--- config.mk ---
export PLATFORM = sky130hd
export DESIGN_NAME = mpu_regport
export DESIGN_NICKNAME = d
export VERILOG_FILES = /design/src/rtl/mpu_regport_pkg.sv /design/src/rtl/mpu_strobe_sync.sv /design/src/rtl/mpu_regfile.sv /design/src/rtl/mpu_xfer_ctrl.sv /design/src/rtl/mpu_regport.sv
export SDC_FILE = /design/constraint.sdc
export NUM_CORES = 1
export LEC_CHECK = 0
export ABC_AREA = 1
export BUFFER_PORTS_ARGS = -buffer_cell sky130_fd_sc_hd__buf_2
export CAP_MARGIN = 15
export CORE_ASPECT_RATIO = 1.1
export CORE_MARGIN = 2
export CORE_UTILIZATION = 55
export DETAILED_ROUTE_END_ITERATION = 6
export GPL_ROUTABILITY_DRIVEN = 0
export GPL_TIMING_DRIVEN = 0
export PLACE_DENSITY = 0.75
export SLEW_MARGIN = 20
export SYNTH_ARGS = -nofsm -noshare
export SYNTH_HDL_FRONTEND = slang
export SYNTH_SLANG_ARGS = --single-unit
--- constraint.sdc ---
create_clock -name clk -period 1.9 [get_ports clk]
set_input_delay 0.19 -clock clk [delete_from_list [all_inputs] [get_ports clk]]
set_output_delay 0.19 -clock clk [all_outputs]
set_load 0.005 [all_outputs]
--- src/rtl/mpu_regport_pkg.sv ---
package mpu_regport_pkg;

  typedef enum logic [1:0] {
    XF_IDLE  = 2'd0,
    XF_READ  = 2'd1,
    XF_WRITE = 2'd2,
    XF_ABORT = 2'd3
  } xfer_state_t;

endpackage

--- src/rtl/mpu_strobe_sync.sv ---
module mpu_strobe_sync #(
  parameter int WIDTH  = 2,
  parameter int STAGES = 2
) (
  input  logic             clk,
  input  logic             rst,
  input  logic [WIDTH-1:0] async_in,
  output logic [WIDTH-1:0] sync_out,
  output logic [WIDTH-1:0] sync_prev
);

  logic [WIDTH-1:0] chain [STAGES];

  genvar g;
  generate
    for (g = 0; g < STAGES; g++) begin : gen_stage
      if (g == 0) begin : gen_first
        always_ff @(posedge clk) begin
          if (rst) chain[g] <= '1;
          else     chain[g] <= async_in;
        end
      end else begin : gen_rest
        always_ff @(posedge clk) begin
          if (rst) chain[g] <= '1;
          else     chain[g] <= chain[g-1];
        end
      end
    end
  endgenerate

  always_ff @(posedge clk) begin
    if (rst) sync_prev <= '1;
    else     sync_prev <= chain[STAGES-1];
  end

  assign sync_out = chain[STAGES-1];

endmodule

--- src/rtl/mpu_regfile.sv ---
module mpu_regfile #(
  parameter int DATA_W    = 8,
  parameter int SEL_W     = 2,
  parameter int COLOR_SEL = 1,
  parameter int NARROW_W  = 6
) (
  input  logic              clk,
  input  logic              rst,
  input  logic              we,
  input  logic [SEL_W-1:0]  waddr,
  input  logic [DATA_W-1:0] wdata,
  input  logic              wnarrow,
  input  logic [SEL_W-1:0]  raddr,
  output logic [DATA_W-1:0] rdata
);

  localparam int DEPTH = 1 << SEL_W;
  localparam logic [DATA_W-1:0] NARROW_MASK = {{(DATA_W-NARROW_W){1'b0}}, {NARROW_W{1'b1}}};
  localparam logic [SEL_W-1:0] COLOR_ADDR = SEL_W'(COLOR_SEL);

  logic [DATA_W-1:0] mem [DEPTH];
  logic [DATA_W-1:0] store_val;

  always_comb begin
    store_val = wdata;
    if (wnarrow && waddr == COLOR_ADDR) store_val = wdata & NARROW_MASK;
  end

  always_ff @(posedge clk) begin
    if (rst) begin
      for (int i = 0; i < DEPTH; i++) mem[i] <= '0;
    end else if (we) begin
      mem[waddr] <= store_val;
    end
  end

  assign rdata = mem[raddr];

  assert_narrow_store_R5: assert property (@(posedge clk) disable iff (rst)
    (we && wnarrow && waddr == COLOR_ADDR) |=> ((mem[COLOR_ADDR] & ~NARROW_MASK) == '0));

endmodule

--- src/rtl/mpu_xfer_ctrl.sv ---
module mpu_xfer_ctrl
  import mpu_regport_pkg::*;
#(
  parameter int DATA_W    = 8,
  parameter int SEL_W     = 2,
  parameter int COLOR_SEL = 1,
  parameter int NARROW_W  = 6
) (
  input  logic              clk,
  input  logic              rst,
  input  logic              rd_s,
  input  logic              wr_s,
  input  logic              rd_prev,
  input  logic              wr_prev,
  input  logic [SEL_W-1:0]  sel_in,
  input  logic              narrow_mode,
  input  logic [DATA_W-1:0] bus_in,
  input  logic [DATA_W-1:0] rdata,
  output logic [SEL_W-1:0]  raddr,
  output logic              we,
  output logic [SEL_W-1:0]  waddr,
  output logic [DATA_W-1:0] wdata,
  output logic              wnarrow,
  output logic              bus_oe,
  output logic [DATA_W-1:0] bus_out
);

  localparam logic [DATA_W-1:0] NARROW_MASK = {{(DATA_W-NARROW_W){1'b0}}, {NARROW_W{1'b1}}};
  localparam logic [SEL_W-1:0] COLOR_ADDR = SEL_W'(COLOR_SEL);

  xfer_state_t state_q, state_d;
  logic [SEL_W-1:0] sel_q;
  logic rd_fall, wr_fall, rd_rise, wr_rise, clash;
  logic [DATA_W-1:0] read_val;

  assign rd_fall = rd_prev & ~rd_s;
  assign wr_fall = wr_prev & ~wr_s;
  assign rd_rise = ~rd_prev & rd_s;
  assign wr_rise = ~wr_prev & wr_s;
  assign clash   = ~rd_s & ~wr_s;

  assign raddr = (state_q == XF_IDLE) ? sel_in : sel_q;

  always_comb begin
    read_val = rdata;
    if (narrow_mode && raddr == COLOR_ADDR) read_val = rdata & NARROW_MASK;
  end

  always_comb begin
    state_d = state_q;
    unique case (state_q)
      XF_IDLE: begin
        if (clash)        state_d = XF_ABORT;
        else if (rd_fall) state_d = XF_READ;
        else if (wr_fall) state_d = XF_WRITE;
      end
      XF_READ: begin
        if (!wr_s)        state_d = XF_ABORT;
        else if (rd_rise) state_d = XF_IDLE;
      end
      XF_WRITE: begin
        if (!rd_s)        state_d = XF_ABORT;
        else if (wr_rise) state_d = XF_IDLE;
      end
      XF_ABORT: begin
        if (rd_s && wr_s) state_d = XF_IDLE;
      end
      default: state_d = XF_IDLE;
    endcase
  end

  always_ff @(posedge clk) begin
    if (rst) begin
      state_q <= XF_IDLE;
      sel_q   <= '0;
      we      <= 1'b0;
      waddr   <= '0;
      wdata   <= '0;
      wnarrow <= 1'b0;
      bus_oe  <= 1'b0;
      bus_out <= '0;
    end else begin
      state_q <= state_d;
      if (state_q == XF_IDLE && (rd_fall || wr_fall)) sel_q <= sel_in;
      we <= (state_q == XF_WRITE) && (state_d == XF_IDLE);
      if (state_q == XF_WRITE) begin
        waddr   <= sel_q;
        wdata   <= bus_in;
        wnarrow <= narrow_mode;
      end
      bus_oe  <= (state_d == XF_READ);
      bus_out <= (state_d == XF_READ) ? read_val : '0;
    end
  end

  assert_clash_blocks_R9: assert property (@(posedge clk) disable iff (rst)
    clash |=> (!bus_oe && !we));

  assert_idle_bus_zero_R4: assert property (@(posedge clk) disable iff (rst)
    !bus_oe |-> (bus_out == '0));

endmodule

--- src/rtl/mpu_regport.sv ---
module mpu_regport #(
  parameter int DATA_W      = 8,
  parameter int SEL_W       = 2,
  parameter int SYNC_STAGES = 2,
  parameter int COLOR_SEL   = 1,
  parameter int NARROW_W    = 6
) (
  input  logic              clk,
  input  logic              rst,
  input  logic              rd_n,
  input  logic              wr_n,
  input  logic [SEL_W-1:0]  sel,
  input  logic              narrow_mode,
  input  logic [DATA_W-1:0] bus_in,
  output logic [DATA_W-1:0] bus_out,
  output logic              bus_oe
);

  logic [1:0] strobe_s, strobe_p;
  logic [SEL_W-1:0] raddr, waddr;
  logic [DATA_W-1:0] rdata, wdata;
  logic we, wnarrow;

  mpu_strobe_sync #(.WIDTH(2), .STAGES(SYNC_STAGES)) sync_i (
    .clk(clk), .rst(rst), .async_in({wr_n, rd_n}),
    .sync_out(strobe_s), .sync_prev(strobe_p)
  );

  mpu_xfer_ctrl #(.DATA_W(DATA_W), .SEL_W(SEL_W), .COLOR_SEL(COLOR_SEL), .NARROW_W(NARROW_W)) ctrl_i (
    .clk(clk), .rst(rst),
    .rd_s(strobe_s[0]), .wr_s(strobe_s[1]), .rd_prev(strobe_p[0]), .wr_prev(strobe_p[1]),
    .sel_in(sel), .narrow_mode(narrow_mode), .bus_in(bus_in), .rdata(rdata),
    .raddr(raddr), .we(we), .waddr(waddr), .wdata(wdata), .wnarrow(wnarrow),
    .bus_oe(bus_oe), .bus_out(bus_out)
  );

  mpu_regfile #(.DATA_W(DATA_W), .SEL_W(SEL_W), .COLOR_SEL(COLOR_SEL), .NARROW_W(NARROW_W)) rf_i (
    .clk(clk), .rst(rst), .we(we), .waddr(waddr), .wdata(wdata), .wnarrow(wnarrow),
    .raddr(raddr), .rdata(rdata)
  );

  assert_drive_only_in_read_R3: assert property (@(posedge clk) disable iff (rst)
    bus_oe |-> !strobe_p[0]);

  assert_release_after_read_R4: assert property (@(posedge clk) disable iff (rst)
    (!strobe_p[0] && strobe_s[0]) |=> !bus_oe);

  assert_no_write_during_read_R9: assert property (@(posedge clk) disable iff (rst)
    bus_oe |-> !we);

endmodule

==> key figures, run 1 <==
Run status
  – Status: finished, final reports clean

Cells and area
  – Fin util: 64.2%
  – Fin cells: roughly 400
  – Share of cells above drive strength 1: ~18%
  – Fill cell count: 388
  – Layout area overhead: 13.2%
  – Final instance area: between 0.002 and 0.003 mm^2
  – Antenna diodes: 0
  – Flip-flop and latch area: between 0.0015 and 0.002 mm^2
  – # nets final: 343
  – Footprint of the multi-input gates: 831 um^2

Detailed routing
  – Remaining antenna violation count: 0
  – Number of remaining DRC errors: 0
  – Routed vias/inst: 4.95
  – 1st-pass router iterations: 4
  – Routed WL per cell: approximately 13 um
  – Via Count: a little under 2000
  – Total Routed Length: roughly 4900 um
  – Initial DRC Count: 67

Power
  – Lkg Pwr: around 1.3 nW
  – PwrDens: around 1000 mW/mm^2
  – Peak supply drop: between 0.8 and 0.9 mV
  – Power, Total: 3.06 mW

Placement
  – Number of port buffers: 23
  – Pre-CTS WS: approximately 0.13 ns
  – Dpl cells: 373
  – DP HPWL: ~3400 um
  – DP Area: between 0.002 and 0.003 mm^2

Clock tree
  – CTS root buf: clkbuf_8
  – Num CTS Buffers: 9
  – Post-CTS Hold Buffers: 0
  – H-tree levels: 3
  – Clk sinks: between 60 and 70
  – CTS tree: built
  – Setup Fix Bufs, Post-CTS: 0
  – Clock Path Buffers: 2
  – CTS resizes: 0
  – Clock Pin Slew Worst Setup and Hold Paths: 0.06 ns
  – Skew-Pair Late Insertion Delay: about 0.33 ns

Die
  – Row cnt: 26
  – Die Wd: between 60 and 70 um
  – Height of the chip: between 70 and 80 um
  – Die footprint: between 0.005 and 0.006 mm^2
  – Starting Density: between 50% and 60%
  – Io pins: 24
  – Core area: 0.00462 mm^2

Timing
  – Final WS setup: ~0.18 ns
  – Crit path time final: approximately 1.7 ns
  – WHS: approximately 0.041 ns
  – Sum Neg Setup Slack: 0 ns
  – Worst slew margin: 46.0%
  – Unrepaired setup endpoints after global routing: false
  – Fmax achieved: ~0.58 GHz
  – Slew Limit Fails: 0
  – Final hold vios: 0
  – Setup Viol. Count Final: 0
  – Worst slew pin tran: 0.805 ns
  – Tcrit/Tclk final: between 90% and 100%
  – Clock Skew: 0.0109 ns

Logic synthesis
  – Post-synthesis adder-cell area fraction: 0%
  – Number of synthesized flops with an enable pin: 32
  – Synthesis Warnings: 0
  – Yosys cell types: 24
  – Synth top area cells: edfxtp_1, dfxtp_1, nand2_1, nor2_1, inv_1
  – Cell count after synthesis: about 290
  – Simple-gate share of the synthesized area: between 20 and 25%
  – Synth Flop Type: edfxtp_1
  – Largest family of logic cells by synthesized area: simple AND/OR/NAND/NOR gates
  – Cell taking the most area after synthesis: edfxtp_1
  – Compound-Gate Fraction of Synth Area: 8.64%
  – Synth Area in XOR/XNOR: 0%
  – Mapped Nets: slightly above 300
  – Async SR Flop Fraction: 0%
  – Yosys top cell area share: 36.7%
  – Seq/Total Area, Yosys: between 60% and 70%
  – Mux share of post-synthesis cell area: 0%
  – Area of the mapped netlist: 0.00262 mm^2
  – Synth Register Bits: 63
  – Syn Area/Cell: just under 9 um^2

Global routing
  – Total grt overflow: 0
  – Number of global-route vias before repair: roughly 1800
  – First-pass GRT wire length: between 8000 and 9000 um
  – Largest net degree at the start of global routing: 11
  – Initial antenna violation count: 0
  – Total Routing Usage GR: 20.2%
  – Met1 Usage GRT: 26.5%
  – Grt met3 use: around 4.0%
  – GR peak layer: met2
  – GR Util met2: about a third

Worst setup path
  – Kind of critical path: reg -> reg
  – Critical R2R Launch: ctrl_i.we
  – Reg2Reg Depth: 6
  – CP startpoint kind: flop
  – R2R Setup Slk: about 0.18 ns
  – Crit end category: flop
  – Reg2Reg Capture Point: rf_i.mem[2][4]
  – Critical Path AT: around 1.7 ns
  – Crit path max fanout: 9
  – CP endpoint: rf_i.mem[2][4]
  – Critical Path Start: ctrl_i.we
  – WP data required: between 1.5 and 2 ns

Job
  – Total of max-cap violations: 0

Min path
  – Hold Path Class: in -> reg
layer usage:
| metal | part of all wire, % | vias up | wire (um) |
|---|---|---|---|
| li1 | - | 1007 | - |
| met1 | 48 | 866 | 2340 |
| met5 | 0 | - | 0 |
| met4 | 2.4 | 0 | 116 |
| met2 | 45 | 43 | 2210 |
| met3 | 4.1 | 11 | 200 |
power by group:
group          total (mW)  internal (mW)  switching [mW]
clock               0.945          0.460           0.485
sequential           1.57           1.52          0.0436
combinational       0.548          0.169           0.379
synth_stat cells (6+ instances only):
| library cell | n |
|---|---|
| a21oi_1 | 17 |
| dfxtp_1 | 31 |
| edfxtp_1 | 32 |
| inv_1 | 41 |
| nand2_1 | 62 |
| nand2_2 | 7 |
| nand3_1 | 10 |
| nor2_1 | 43 |
| nor3_1 | 7 |
| o211ai_1 | 6 |
| o21ai_0 | 16 |
flip-flops by register name (all words and copies together) (netlist names):
signal            cells
rf_i.mem             32
ctrl_i.bus_out        8
ctrl_i.wdata          8
sync_i.chain          4
ctrl_i.sel_q          2
ctrl_i.state_q        2
ctrl_i.waddr          2
sync_i.sync_prev      2
ctrl_i.bus_oe         1
ctrl_i.we             1
ctrl_i.wnarrow        1
critical path, stage by stage (launching register included):
cell and delay [ns]:
dfxtp_1 0.30, inv_1 0.05, nor2_1 0.12, inv_1 0.12, nor2_1 0.14, nand2_1 0.24, nand2_1 0.40
cell families after synthesis:
group,Yosys count
and+or+nand+nor,139
DFF,63
AOI/OAI and AO/OA,41
buffers and inverters,51
worst min-delay path by stage:
stage / startpoint / endpoint / slack [ns] / depth (start not counted)
after floorplan: rst / ctrl_i.state_q[0] / 0.26 / 1
after global placement: wr_n / sync_i.chain[0][1] / 0.38 / 2
after detailed placement: rd_n / sync_i.chain[0][0] / 0.38 / 2
after CTS: rd_n / sync_i.chain[0][0] / 0.03 / 2
after global routing: wr_n / sync_i.chain[0][1] / 0.04 / 2
final: rd_n / sync_i.chain[0][0] / 0.04 / 2
area by class of cell:
class | instances | area share [%]
inverter | 45 | 5.69
clock inverter | 5 | 0.844
multi-input combinational | 180 | 28.0
buffer | 6 | 1.48
sequential | 63 | 53.3
clock buffer | 11 | 4.43
timing repair buffer | 23 | 3.88
tap | 56 | 2.36
placed cells by master, fill, tap and decap left out, drive strengths merged:
cell type / n
nand4: 1
inv: 45
clkinvlp: 1
buf: 27
nand3: 11
nor2: 45
clkinv: 4
o211ai: 6
dfxtp: 31
nand2: 71
nor3: 7
clkbuf: 13
edfxtp: 32
a21oi: 17
o31ai: 1
o21ai: 17
or2: 4
Note: power is estimated with default switching activity, not from simulation.
==> run 2: changes to the inputs <==
--- a/config.mk
+++ b/config.mk
@@ -8,14 +8,13 @@
 export ABC_AREA = 1
 export BUFFER_PORTS_ARGS = -buffer_cell sky130_fd_sc_hd__buf_2
 export CAP_MARGIN = 15
-export CORE_ASPECT_RATIO = 1.1
+export CORE_ASPECT_RATIO = 1.5
 export CORE_MARGIN = 2
 export CORE_UTILIZATION = 55
 export DETAILED_ROUTE_END_ITERATION = 6
 export GPL_ROUTABILITY_DRIVEN = 0
 export GPL_TIMING_DRIVEN = 0
 export PLACE_DENSITY = 0.75
-export SLEW_MARGIN = 20
 export SYNTH_ARGS = -nofsm -noshare
 export SYNTH_HDL_FRONTEND = slang
 export SYNTH_SLANG_ARGS = --single-unit
==> run 2 against run 1 <==
Against the previous run: cell count grew 2.3%; worst setup slack improved by 0.038 ns; maximum frequency up 2.3%; critical path type unchanged.
==> key figures, run 2 (synthesis results as in run 1) <==
Timing
  – Final hold vios: 0
  – Setup Viol. Count Final: 0
  – Worst slew pin tran: just under 0.6 ns
  – WHS: approximately 0.025 ns
  – Unrepaired setup endpoints after global routing: false
  – Slew Limit Fails: 0
  – Sum Neg Setup Slack: 0 ns
  – Worst slew margin: 60.8%
  – Crit path time final: approximately 1.7 ns
  – Tcrit/Tclk final: between 80% and 90%
  – Clock Skew: 0.00464 ns
  – Fmax achieved: 0.595 GHz

Die
  – Starting Density: 57.7%
  – Die footprint: around 0.0053 mm^2
  – Io pins: 24
  – Core area: 0.00454 mm^2
  – Height of the chip: roughly 89 um
  – Row cnt: 30
  – Die Wd: 60.4 um

Clock tree
  – H-tree levels: 3
  – CTS tree: built
  – CTS resizes: 0
  – CTS root buf: clkbuf_8
  – Post-CTS Hold Buffers: 0
  – Clock Pin Slew Worst Setup and Hold Paths: ~0.070 ns
  – Clock Path Buffers: 2
  – Skew-Pair Late Insertion Delay: 0.34 ns
  – Clk sinks: 63
  – Num CTS Buffers: 9
  – Setup Fix Bufs, Post-CTS: 0

Run status
  – Status: finished, final reports clean

Worst setup path
  – Kind of critical path: reg -> reg
  – Crit path max fanout: 9
  – WP data required: ~1.9 ns
  – Critical Path AT: approximately 1.7 ns
  – Reg2Reg Depth: 6
  – CP startpoint kind: flop
  – Crit end category: flop

Power
  – Peak supply drop: approximately 0.76 mV
  – PwrDens: between 1000 and 1500 mW/mm^2
  – Register share of total power: slightly below 50%
  – Clk network pwr share: 34.1%
  – Psw: a little under 1 mW
  – Comb power frac: ~17%
  – Switching part of the total power: approximately 30%
  – Pint: 2.25 mW
  – Lkg Pwr: around 1.3 nW

Detailed routing
  – Number of remaining DRC errors: 0
  – Initial DRC Count: between 60 and 70
  – 1st-pass router iterations: 4
  – Total Routed Length: around 5100 um
  – Routed vias/inst: slightly below 5
  – Via Count: 1941
  – Remaining antenna violation count: 0
  – Routed WL per cell: between 10 and 15 um

Cells and area
  – # nets final: roughly 340
  – Antenna diodes: 0
  – Layout area overhead: 14.9%
  – Biggest regs: rf_i.mem (32), ctrl_i.bus_out (8), ctrl_i.wdata (8)
  – Fin util: approximately two thirds
  – Fill cell count: 375
  – Biggest register: rf_i.mem
  – Commonest cells after routing, fill and taps aside: nand2_1, nor2_1, inv_1
  – Share of cells above drive strength 1: a little under a fifth
  – Max reg flops: 32
  – Most common cell after layout, fill and taps aside: nand2_1

Job
  – Total of max-cap violations: 0

Min path
  – Hold Path Class: in -> reg
  – Hold path cells: 2

Global routing
  – Total grt overflow: 0
  – Initial antenna violation count: 0
  – Number of global-route vias before repair: 1895
  – Total Routing Usage GR: between 20% and 30%
  – First-pass GRT wire length: 8560 um
  – Largest net degree at the start of global routing: 13

Placement
  – DP HPWL: roughly 3700 um
  – Number of port buffers: 23
run 2: metal layers:
layer	part of all wire, %	wire length [um]	GRT usage [%]
met3	3.4	171	5.70
met2	54	2750	39.8
met4	1.9	94	9.09
met5	0	0	0
met1	40	2050	24.6
run 2: through the flow:
stage	total power [mW]	worst slack (ns)	instance area, um^2	instances
final	3.22	0.219	3010	398
after global routing	3.37	0.0814	3010	398
after CTS	3.23	0.204	3010	398
after detailed placement	2.15	0.194	2820	382
after global placement	2.14	0.0133	2820	381
after floorplan	1.99	0.385	2620	294
run 2: power groups by stage:
stage	sequential, mW	combinational, mW	clock [mW]
after floorplan	1.59	0.404	0
after global placement	1.59	0.547	0
after detailed placement	1.60	0.557	0
after CTS	1.57	0.559	1.10
after global routing	1.58	0.633	1.16
final	1.57	0.554	1.10
run 2: critical path, cell delays in order, from the launching register on:
cell	delay [ns]
dfxtp_1	0.31
inv_1	0.05
nor2_1	0.11
inv_1	0.12
nor2_1	0.14
nand2_1	0.24
nand2_1	0.38
run 2: area by class of cell:
class	count	area (um^2)	area share [%]
Sequential cell	63	1580	52.5
Inverter	45	169	5.61
Multi-Input combinational cell	180	826	27.4
Clock buffer	10	149	4.94
Tap cell	64	80.1	2.66
Clock inverter	6	42.5	1.41
Buffer	6	43.8	1.45
Timing Repair Buffer	24	120	3.99
run 2: final timing paths:
kind / startpoint / end / slack [ns]
min: rd_n / sync_i.chain[0][0] / 0.03
max reg2reg: ctrl_i.we / rf_i.mem[0][0] / 0.22
min reg2reg: sync_i.chain[0][1] / sync_i.chain[1][1] / 0.41
max: ctrl_i.we / rf_i.mem[0][0] / 0.22
==> run 3: changes to the inputs <==
--- a/config.mk
+++ b/config.mk
@@ -15,6 +15,7 @@
 export GPL_ROUTABILITY_DRIVEN = 0
 export GPL_TIMING_DRIVEN = 0
 export PLACE_DENSITY = 0.75
+export RECOVER_POWER = 50
 export SYNTH_ARGS = -nofsm -noshare
 export SYNTH_HDL_FRONTEND = slang
 export SYNTH_SLANG_ARGS = --single-unit
==> constraint.sdc (replaced) <==
create_clock -name clk -period 1.9 [get_ports clk]
set_input_delay 0.19 -clock clk [delete_from_list [all_inputs] [get_ports clk]]
set_output_delay 0.19 -clock clk [all_outputs]
set_load 0.05 [all_outputs]
==> run 3 against run 2 <==
Against the previous run: sequential share of layout area increased by 0.31 points; worst setup slack got worse by 0.0018 ns; largest power group unchanged; via count increased by 1.5%.
==> key figures, run 3 (synthesis results as in run 1) <==
Die
  – Row cnt: 30
  – Core area: roughly 0.0045 mm^2
  – Height of the chip: roughly 90 um
  – Die Wd: between 60 and 70 um
  – Starting Density: between 50% and 60%
  – Die footprint: roughly 0.0053 mm^2
  – Io pins: 24

Clock tree
  – Clock Pin Slew Worst Setup and Hold Paths: 0.07 ns
  – H-tree levels: 3
  – Clk sinks: 63
  – Num CTS Buffers: 9
  – Post-CTS Hold Buffers: 0
  – Setup Fix Bufs, Post-CTS: 0
  – CTS resizes: 0
  – CTS tree: built
  – CTS root buf: clkbuf_8
  – Clock Path Buffers: 2
  – Skew-Pair Late Insertion Delay: approximately 0.35 ns

Worst setup path
  – CP startpoint kind: flop
  – Critical R2R Launch: ctrl_i.we
  – Crit end category: flop
  – WP data required: ~1.9 ns
  – Kind of critical path: reg -> reg
  – R2R Setup Slk: between 0.2 and 0.25 ns
  – Reg2Reg Capture Point: rf_i.mem[0][0]
  – Crit path max fanout: 9
  – Critical Path AT: 1.69 ns
  – Reg2Reg Depth: 6

Placement
  – Pre-CTS WS: roughly 0.2 ns
  – Number of port buffers: 23
  – DP HPWL: 3710 um
  – DP Area: roughly 0.0028 mm^2

Detailed routing
  – Initial DRC Count: 49
  – 1st-pass router iterations: 4
  – Routed vias/inst: roughly 5
  – Routed WL per cell: between 10 and 15 um
  – Total Routed Length: around 5100 um
  – Remaining antenna violation count: 0
  – Via Count: 1970
  – Number of remaining DRC errors: 0

Min path
  – Hold Path Class: in -> reg
  – Hold path start: rd_n
  – Hold path endpoint: sync_i.chain[0][0]
  – Hold path cells: 2

Global routing
  – Largest net degree at the start of global routing: 13
  – Total grt overflow: 0
  – Total Routing Usage GR: between 20% and 30%
  – Initial antenna violation count: 0
  – Number of global-route vias before repair: roughly 1900
  – First-pass GRT wire length: between 8000 and 9000 um

Power
  – Pint: about 2.2 mW
  – Switching part of the total power: 30.7%
  – Comb power frac: between 10% and 20%
  – Lkg Pwr: between 1 and 1.5 nW
  – Register share of total power: approximately half
  – Psw: 993 uW
  – PwrDens: ~1100 mW/mm^2
  – Peak supply drop: 0.755 mV
  – Clk network pwr share: between 30% and 40%

Job
  – Total of max-cap violations: 0

Timing
  – Clock Skew: a little under 0.009 ns
  – Crit path time final: around 1.7 ns
  – Fmax achieved: about 0.6 GHz
  – Worst slew pin tran: 0.588 ns
  – Slew Limit Fails: 0
  – Tcrit/Tclk final: 88.5%
  – Unrepaired setup endpoints after global routing: false
  – Final hold vios: 0
  – Sum Neg Setup Slack: 0 ns
  – Worst slew margin: 60.5%
  – Setup Viol. Count Final: 0
  – Final WS setup: around 0.22 ns

Cells and area
  – Footprint of the multi-input gates: about 820 um^2
  – Biggest regs: rf_i.mem (32), ctrl_i.bus_out (8), ctrl_i.wdata (8)
  – Commonest cells after routing, fill and taps aside: nand2_1, nor2_1, inv_1
  – Fill cell count: around 380
  – Antenna diodes: 0
  – Layout area overhead: 14.3%
  – Flip-flop and latch area: between 0.0015 and 0.002 mm^2
  – Most common cell after layout, fill and taps aside: nand2_1
  – Final instance area: between 0.002 and 0.003 mm^2
  – Max reg flops: 32
  – Biggest register: rf_i.mem
  – Share of cells above drive strength 1: approximately 15%
  – # nets final: 344

Run status
  – Status: finished, final reports clean
## run 3: cell count changes in the layout (fill, tap and decap cells not counted)
cell	before	now
nor2_2	2	0
inv_2	4	3
buf_2	25	15
inv_1	41	42
nor2_1	43	45
clkbuf_1	2	12
## run 3: final cells by class
class,instances,share of cell area [%]
tap,64,2.67
clock buffer,10,4.97
timing repair buffer,24,3.59
clock inverter,6,1.42
multi-input combinational,180,27.4
inverter,45,5.64
buffer,6,1.46
sequential,63,52.8
## run 3: worst max path at each step
stage	startpoint	end	cells past startpoint
4_1_cts	ctrl_i.we	rf_i.mem[0][4]	6
5_1_grt	ctrl_i.we	rf_i.mem[2][6]	6
6_report	ctrl_i.we	rf_i.mem[0][0]	6
3_5_place_dp	rst	rf_i.mem[0][0]	6
2_1_floorplan	ctrl_i.waddr[1]	rf_i.mem[3][0]	2
3_3_place_gp	ctrl_i.waddr[1]	rf_i.mem[3][0]	2
## run 3: critical path: stages (launching register included)
cell and delay, ns:
dfxtp_1 0.31, inv_1 0.05, nor2_1 0.11, inv_1 0.12, nor2_1 0.14, nand2_1 0.24, nand2_1 0.38
## run 3: power groups by stage
| stage | logic [mW] | registers [mW] | clock network, mW |
|---|---|---|---|
| after floorplan | 0.404 | 1.61 | 0 |
| after CTS | 0.586 | 1.57 | 1.10 |
| after global routing | 0.654 | 1.57 | 1.16 |
| after global placement | 0.574 | 1.59 | 0 |
| after detailed placement | 0.583 | 1.60 | 0 |
| final | 0.575 | 1.56 | 1.10 |
## run 3: metal layers
metal  wire length, um  up-vias  GRT usage, %  part of all wire, %
li1                  -     1013             -                    -
met1              2040      899          24.6                   40
met2              2760       46          39.8                   54
met3               194       12          5.70                  3.8
met4                86        0          9.09                  1.7
met5                 0        -             0                    0
## run 3: through the flow
| step | util [%] | hold slack [ns] | instances | power [mW] |
|---|---|---|---|---|
| 3_3_place_gp | 62.0 | 0.376 | 381 | 2.17 |
| 6_report | 65.9 | 0.0283 | 398 | 3.24 |
| 4_1_cts | 66.3 | 0.0203 | 398 | 3.25 |
| 3_5_place_dp | 62.1 | 0.377 | 382 | 2.18 |
| 2_1_floorplan | - | 0.262 | 294 | 2.02 |
| 5_1_grt | 65.9 | 0.0291 | 398 | 3.39 |
